File: src/rtl/rstseq_pkg.sv
package rstseq_pkg;

    typedef enum logic [1:0] {
        HOLD_PIN = 2'd0,
        HOLD_CPU = 2'd1,
        RUN      = 2'd2
    } rstseq_state_e;

endpackage

File: src/rtl/rstseq_source.sv
module rstseq_source (
    input  logic lvd,
    input  logic illegal_addr,
    input  logic cfg_lvi_pwrdn,
    input  logic cfg_lvi_rstdis,
    output logic lvd_rst,
    output logic any_src
);

    // Low-voltage event only counts when neither configuration bit blocks it
    always_comb begin
        lvd_rst = lvd & ~(cfg_lvi_pwrdn | cfg_lvi_rstdis);
        any_src = lvd_rst | illegal_addr;
    end

endmodule

File: src/rtl/rstseq_counter.sv
module rstseq_counter #(
    parameter int CNT_W    = 12,
    parameter int CPU_HOLD = 64
) (
    input  logic osc_clk,
    input  logic por,
    input  logic clr,
    output logic at_max,
    output logic at_cpu_last,
    output logic wdog_tick
);

    localparam logic [CNT_W-1:0] CNT_MAX  = '1;
    localparam logic [CNT_W-1:0] CPU_LAST = CNT_W'(CPU_HOLD - 1);

    logic [CNT_W-1:0] cnt_q;

    always_comb begin
        at_max      = (cnt_q == CNT_MAX);
        at_cpu_last = (cnt_q == CPU_LAST);
    end

    always_ff @(negedge osc_clk or posedge por) begin
        if (por) begin
            cnt_q     <= '0;
            wdog_tick <= 1'b0;
        end else begin
            wdog_tick <= ~clr & at_max;
            if (clr)
                cnt_q <= '0;
            else
                cnt_q <= cnt_q + 1'b1;
        end
    end

endmodule

File: src/rtl/rstseq_status.sv
module rstseq_status (
    input  logic osc_clk,
    input  logic por,
    input  logic lvd_rst,
    input  logic illegal_addr,
    input  logic stat_rd,
    output logic stat_por,
    output logic stat_lvi,
    output logic stat_ill
);

    always_ff @(negedge osc_clk or posedge por) begin
        if (por) begin
            stat_por <= 1'b1;
            stat_lvi <= 1'b0;
            stat_ill <= 1'b0;
        end else begin
            stat_por <= stat_por & ~stat_rd;
            stat_lvi <= lvd_rst | (stat_lvi & ~stat_rd);
            stat_ill <= illegal_addr | (stat_ill & ~stat_rd);
        end
    end

endmodule

File: src/rtl/rstseq_fsm.sv
module rstseq_fsm
    import rstseq_pkg::*;
(
    input  logic osc_clk,
    input  logic por,
    input  logic any_src,
    input  logic at_max,
    input  logic at_cpu_last,
    output logic cnt_clr,
    output logic rst_pin_n,
    output logic cpu_rst
);

    rstseq_state_e state_q, state_d;

    // State register
    always_ff @(negedge osc_clk or posedge por) begin
        if (por)
            state_q <= HOLD_PIN;
        else
            state_q <= state_d;
    end

    // Next state
    always_comb begin
        state_d = state_q;
        unique case (state_q)
            HOLD_PIN: if (!any_src && at_max)      state_d = HOLD_CPU;
            HOLD_CPU: if (any_src)                 state_d = HOLD_PIN;
                      else if (at_cpu_last)        state_d = RUN;
            RUN:      if (any_src)                 state_d = HOLD_PIN;
            default:                               state_d = HOLD_PIN;
        endcase
    end

    // Outputs
    always_comb begin
        rst_pin_n = 1'b0;
        cpu_rst   = 1'b1;
        cnt_clr   = any_src;
        unique case (state_q)
            HOLD_PIN: begin
                rst_pin_n = 1'b0;
                cpu_rst   = 1'b1;
            end
            HOLD_CPU: begin
                rst_pin_n = 1'b1;
                cpu_rst   = 1'b1;
                cnt_clr   = any_src | at_cpu_last;
            end
            RUN: begin
                rst_pin_n = 1'b1;
                cpu_rst   = 1'b0;
            end
            default: begin
                rst_pin_n = 1'b0;
                cpu_rst   = 1'b1;
            end
        endcase
    end

endmodule

File: src/rtl/rstseq_top.sv
module rstseq_top #(
    parameter int CNT_W    = 12,
    parameter int CPU_HOLD = 64
) (
    input  logic osc_clk,
    input  logic por,
    input  logic lvd,
    input  logic illegal_addr,
    input  logic cfg_lvi_pwrdn,
    input  logic cfg_lvi_rstdis,
    input  logic stat_rd,
    output logic rst_pin_n,
    output logic cpu_rst,
    output logic stat_por,
    output logic stat_lvi,
    output logic stat_ill,
    output logic wdog_tick
);

    logic lvd_rst;
    logic any_src;
    logic cnt_clr;
    logic at_max;
    logic at_cpu_last;

    rstseq_source u_src (
        .lvd            (lvd),
        .illegal_addr   (illegal_addr),
        .cfg_lvi_pwrdn  (cfg_lvi_pwrdn),
        .cfg_lvi_rstdis (cfg_lvi_rstdis),
        .lvd_rst        (lvd_rst),
        .any_src        (any_src)
    );

    rstseq_counter #(
        .CNT_W    (CNT_W),
        .CPU_HOLD (CPU_HOLD)
    ) u_cnt (
        .osc_clk     (osc_clk),
        .por         (por),
        .clr         (cnt_clr),
        .at_max      (at_max),
        .at_cpu_last (at_cpu_last),
        .wdog_tick   (wdog_tick)
    );

    rstseq_fsm u_fsm (
        .osc_clk     (osc_clk),
        .por         (por),
        .any_src     (any_src),
        .at_max      (at_max),
        .at_cpu_last (at_cpu_last),
        .cnt_clr     (cnt_clr),
        .rst_pin_n   (rst_pin_n),
        .cpu_rst     (cpu_rst)
    );

    rstseq_status u_stat (
        .osc_clk      (osc_clk),
        .por          (por),
        .lvd_rst      (lvd_rst),
        .illegal_addr (illegal_addr),
        .stat_rd      (stat_rd),
        .stat_por     (stat_por),
        .stat_lvi     (stat_lvi),
        .stat_ill     (stat_ill)
    );

endmodule

File: config.mk
export PLATFORM = sky130hd
export DESIGN_NAME = rstseq_top
export DESIGN_NICKNAME = d
export VERILOG_FILES = /design/src/rtl/rstseq_pkg.sv /design/src/rtl/rstseq_source.sv /design/src/rtl/rstseq_counter.sv /design/src/rtl/rstseq_status.sv /design/src/rtl/rstseq_fsm.sv /design/src/rtl/rstseq_top.sv
export SDC_FILE = /design/constraint.sdc
export NUM_CORES = 1
export LEC_CHECK = 0
export BUFFER_PORTS_ARGS = -buffer_cell sky130_fd_sc_hd__buf_2
export CORE_MARGIN = 3
export CORE_UTILIZATION = 30
export CTS_BUF_LIST = sky130_fd_sc_hd__clkbuf_8
export DETAILED_ROUTE_END_ITERATION = 12
export HOLD_SLACK_MARGIN = 0.15
export SETUP_SLACK_MARGIN = 0.1
export SLEW_MARGIN = 10
export SYNTH_ARGS = -nofsm -noshare
export SYNTH_HDL_FRONTEND = slang
export SYNTH_HIERARCHICAL = 1
export SYNTH_SLANG_ARGS = --single-unit
File: constraint.sdc
create_clock -name osc_clk -period 5.11 [get_ports osc_clk]
set_input_delay 0.511 -clock osc_clk [delete_from_list [all_inputs] [get_ports osc_clk]]
set_output_delay 0.511 -clock osc_clk [all_outputs]
set_load 0.02 [all_outputs]
* Word-level counts from Yosys, hierarchy flattened
Index checks and enable logic that the tools add are counted.
Word-level totals: logic and storage cells 41, bits in registers 18, output and inout bits 6, input bits 7
Cells by class: $add $sub $neg 1, reductions and logical operators 5, eq/ne operators 7, multiplexer cells 9, bitwise logic cells 13
Operators with widths (number):
- $add A12 B1 Y12 const B | 1
- $eq A12 B12 Y1 const B | 1
- $eq A12 B6 Y1 const B | 1
- $mux W12 | 1
- $mux W2 | 4
- $pmux W2 S3 | 1
- $and A1 B1 Y1 | 5
- $or A1 B1 Y1 | 5
- $ne A2 B1 Y1 const B | 2
- $mux W1 | 3
- $ne A3 B1 Y1 const B | 1
- $not A1 Y1 | 3
- $reduce_and A3 Y1 | 1
- $eq A2 B1 Y1 const B | 1
- $eq A2 B2 Y1 const B | 1
- $logic_not A2 Y1 | 1
- $reduce_or A2 Y1 | 1
- $logic_and A1 B1 Y1 | 1
- $logic_not A1 Y1 | 1

* Depth between registers and ports, before layout
depth after elaboration 8, gate-level depth with buffers 7, gate-level depth less buffers 7

* Cells and area by module
The synthesis kept the hierarchy.
By module, submodules not included:
- rstseq_counter | area an instance 625.6 µm², cells an instance 65, seq. area each 325.3 µm², times used 1
- rstseq_fsm | area an instance 200.2 µm², cells an instance 23, seq. area each 50.0 µm², times used 1
- rstseq_status | area an instance 108.9 µm², cells an instance 9, seq. area each 76.3 µm², times used 1
- rstseq_source | area an instance 18.8 µm², cells an instance 2, seq. area each 0.0 µm², times used 1

==> Flow_metrics.wiki <==
{| class="wikitable"
! Metric !! Value
|-
| Synthesized netlist net count || 111
|-
| Source-to-sink clock delay at the later pin of the worst-skew pair || 270 ps
|-
| Slew headroom || 66.3%
|-
| Count of pins on the block boundary || 13
|-
| Synthesis-to-finish area growth || 16.7%
|-
| # clock sinks || 18
|-
| Dominant synthesized flop cell || dfrtn_1
|-
| Crit path launch type || flip-flop
|-
| Synth async-reset ratio || 100%
|-
| Diode insertion count for antenna repair || 0
|-
| Number of nets in the finished design || 126
|-
| Dominant cells by area after synthesis || dfrtn_1, ha_1, a21oi_1
|-
| Count of hold-fix buffers inserted at cts || 0
|-
| DRC violation total after the first TritonRoute iteration || 43
|-
| Number of buffers added for setup after CTS || 0
|-
| Cell at the root of the clock tree || clkbuf_8
|-
| Areal power density over the cells || a little over 300 nW/um2
|-
| Site Rows || 19
|-
| CTS tree || built
|-
| Post-Place Setup Slack || ~870 ps
|-
| Die outline height || 62.4 um
|-
| MaxCap Viol Count || 0
|-
| Outcome || finished, final reports clean
|-
| Detail Route Antenna Nets || 0
|-
| Leakage || 0.501 nW
|-
| Avg Synthesized Cell Area || 9.63 um2
|-
| Hold Slack || 381 ps
|-
| Setup Skew || 3.25 ps
|-
| Count of different cell masters after synthesis || 33
|-
| Total via count after detailed routing || 749
|-
| Most common cell after layout, fill and taps aside || dfrtn_1
|-
| Area share of the leading cell type in the synthesized netlist || 44.6%
|-
| H-tree depth reported by CTS || 1
|-
| Drt pass-1 iters || 4
|-
| Final count of negative-setup-slack endpoints || 0
|-
| Data arrival time of the critical path || 3840 ps
|-
| Gate Count Post-Synth || 99
|-
| Hold WC Path Type || flip-flop to flip-flop
|-
| Required time at the worst-slack endpoint || around 4600 ps
|-
| Largest net degree at the start of global routing || 14
|-
| Std-Cell Core Area || 2900 um2
|-
| Fraction of final layout cells with drive strength greater than 1 || 17.7%
|-
| CTS buffer count || 3
|-
| Count of input and output buffers || 12
|-
| Wire length of the first global-routing pass || 3350 um
|-
| Maximum fanout along the worst path || 5
|-
| Die span in x || 62.4 um
|-
| Fin Setup TNS || 0 ps
|-
| Clock slew at reported path FFs || around 50 ps
|-
| Total congestion overflow || 0
|-
| Cell area after synthesis || 953 um2
|-
| Library cell occupying the most area in the post-synthesis netlist || dfrtn_1
|-
| Crit. End Element || output pin
|-
| Sequential area share after synthesis || 47.4%
|-
| Maximum number of buffers from clock root to sink || 2
|-
| EDFF count, synth || 0
|-
| Half-perimeter wire length of the detailed placement result || ~1300 um
|-
| Global-route usage over all layers || 10.6%
|-
| DIE AREA || between 3000 and 4000 um2
|-
| Worst IR drop on VDD || 136 uV
|-
| DRC violation count after routing || 0
|-
| Final hold vios || 0
|-
| Final Max Tran Viols || 0
|-
| Detailed-route wire length || approximately 1800 um
|-
| Via-to-Cell Ratio || 4.83
|-
| Placer's final routability congestion estimate || 0.745
|-
| Post-synthesis sequential element count || 18
|-
| Worst setup path category || flip-flop to output pin
|-
| Average wire per standard cell || 11.5 um
|-
| Effective utilization at floorplan || between 30% and 40%
|-
| Vias in the first global route || 778
|-
| Number of antenna violations at the first check in global routing || 0
|-
| Number of warnings printed during yosys synthesis || 6
|-
| Setup WS post-layout || 760 ps
|-
| Setup repair after global routing missed its margin || no
|-
| Highest-count cells in the layout ignoring fill and taps || dfrtn_1, buf_2, inv_1, a21oi_1, nor2_1
|-
| CTS-repair resized insts || 0
|-
| Slew at the pin with the worst max-slew slack || 504 ps
|-
| Number of filler cells placed in the layout || 310
|}
==> registers in the layout, indices dropped and copies added, names as in the netlist <==
register,cells
u_cnt/wdog_tick,1
u_stat/stat_por,1
u_stat/stat_lvi,1
u_fsm/state_q,2
u_cnt/cnt_q,12
u_stat/stat_ill,1
==> metal layers <==
| metal | global-route usage [%] | wire (um) |
|---|---|---|
| met4 | 3.31 | 10 |
| met2 | 16.7 | 794 |
| met5 | 0 | 0 |
| met1 | 13.5 | 895 |
| met3 | 3.78 | 77 |
==> cells by family (layout without fill, tap and decap cells) <==
kind of cell	count (synthesis)	after routing	share of synthesized area, %
XOR/XNOR	3	3	2.76
adder cells (fa/ha/maj)	5	5	6.56
flip-flops	18	18	47.4
AO/OA/AOI/OAI	24	24	16.3
AND/OR/NAND/NOR	37	37	22.2
buffers and inverters	12	26	4.86
==> cells in the mapped netlist (2+ instances only) <==
cell type	instances
dfrtn_1	17
inv_1	10
a21oi_1	8
nor2_1	8
ha_1	5
nand2_1	5
nand3_1	4
o31ai_1	4
or4_1	4
a21o_1	3
o21ai_0	3
or3_1	3
nand2b_1	2
nand4_1	2
nor2b_1	2
xor2_1	2
==> through the flow <==
stage                     util, %  std cells  area [um2]  power [mW]
after floorplan                 -         99         953       0.216
after global placement       36.5        151        1060       0.232
after detailed placement     36.5        151        1060       0.233
after CTS                    38.4        155        1110       0.353
after global routing         38.4        155        1110       0.371
final                        38.4        155        1110       0.347
==> final cells by class <==
cell class              count  area (um2)  share of cell area (%)
clock buffers               4        55.1                    4.95
repair buffers             12        60.1                    5.40
multi-input cells          69         455                    40.9
clock inverters             1        3.75                   0.337
flip-flops and latches     18         452                    40.6
inverters                   9        33.8                    3.04
well taps                  42        52.6                    4.72
==> worst paths after layout <==
path                             startpoint               end  slack, ps  cells past startpoint
setup reg to reg             u_cnt/cnt_q[0]   u_cnt/wdog_tick       3200                      5
min in group asynchronous               por  u_fsm/state_q[0]       2550                      2
max in group asynchronous               por    u_cnt/cnt_q[0]       2010                      2
setup / recovery           u_fsm/state_q[0]           cpu_rst        760                      4
hold / removal               u_cnt/cnt_q[0]    u_cnt/cnt_q[0]        380                      1
hold reg to reg              u_cnt/cnt_q[0]    u_cnt/cnt_q[0]        380                      1
==> power breakdown <==
part           total, mW  switching [mW]  internal (mW)
Clock              0.118          0.0485         0.0695
Sequential         0.155         0.00427          0.151
Combinational     0.0737          0.0464         0.0273
Total              0.347          0.0991          0.248
==> critical path, cell delays in order (launching register included) <==
cell and delay [ps]:
dfrtn_1 410, inv_1 100, ha_1 240, inv_1 100, buf_2 170
Power figures use the tool's default switching activity.
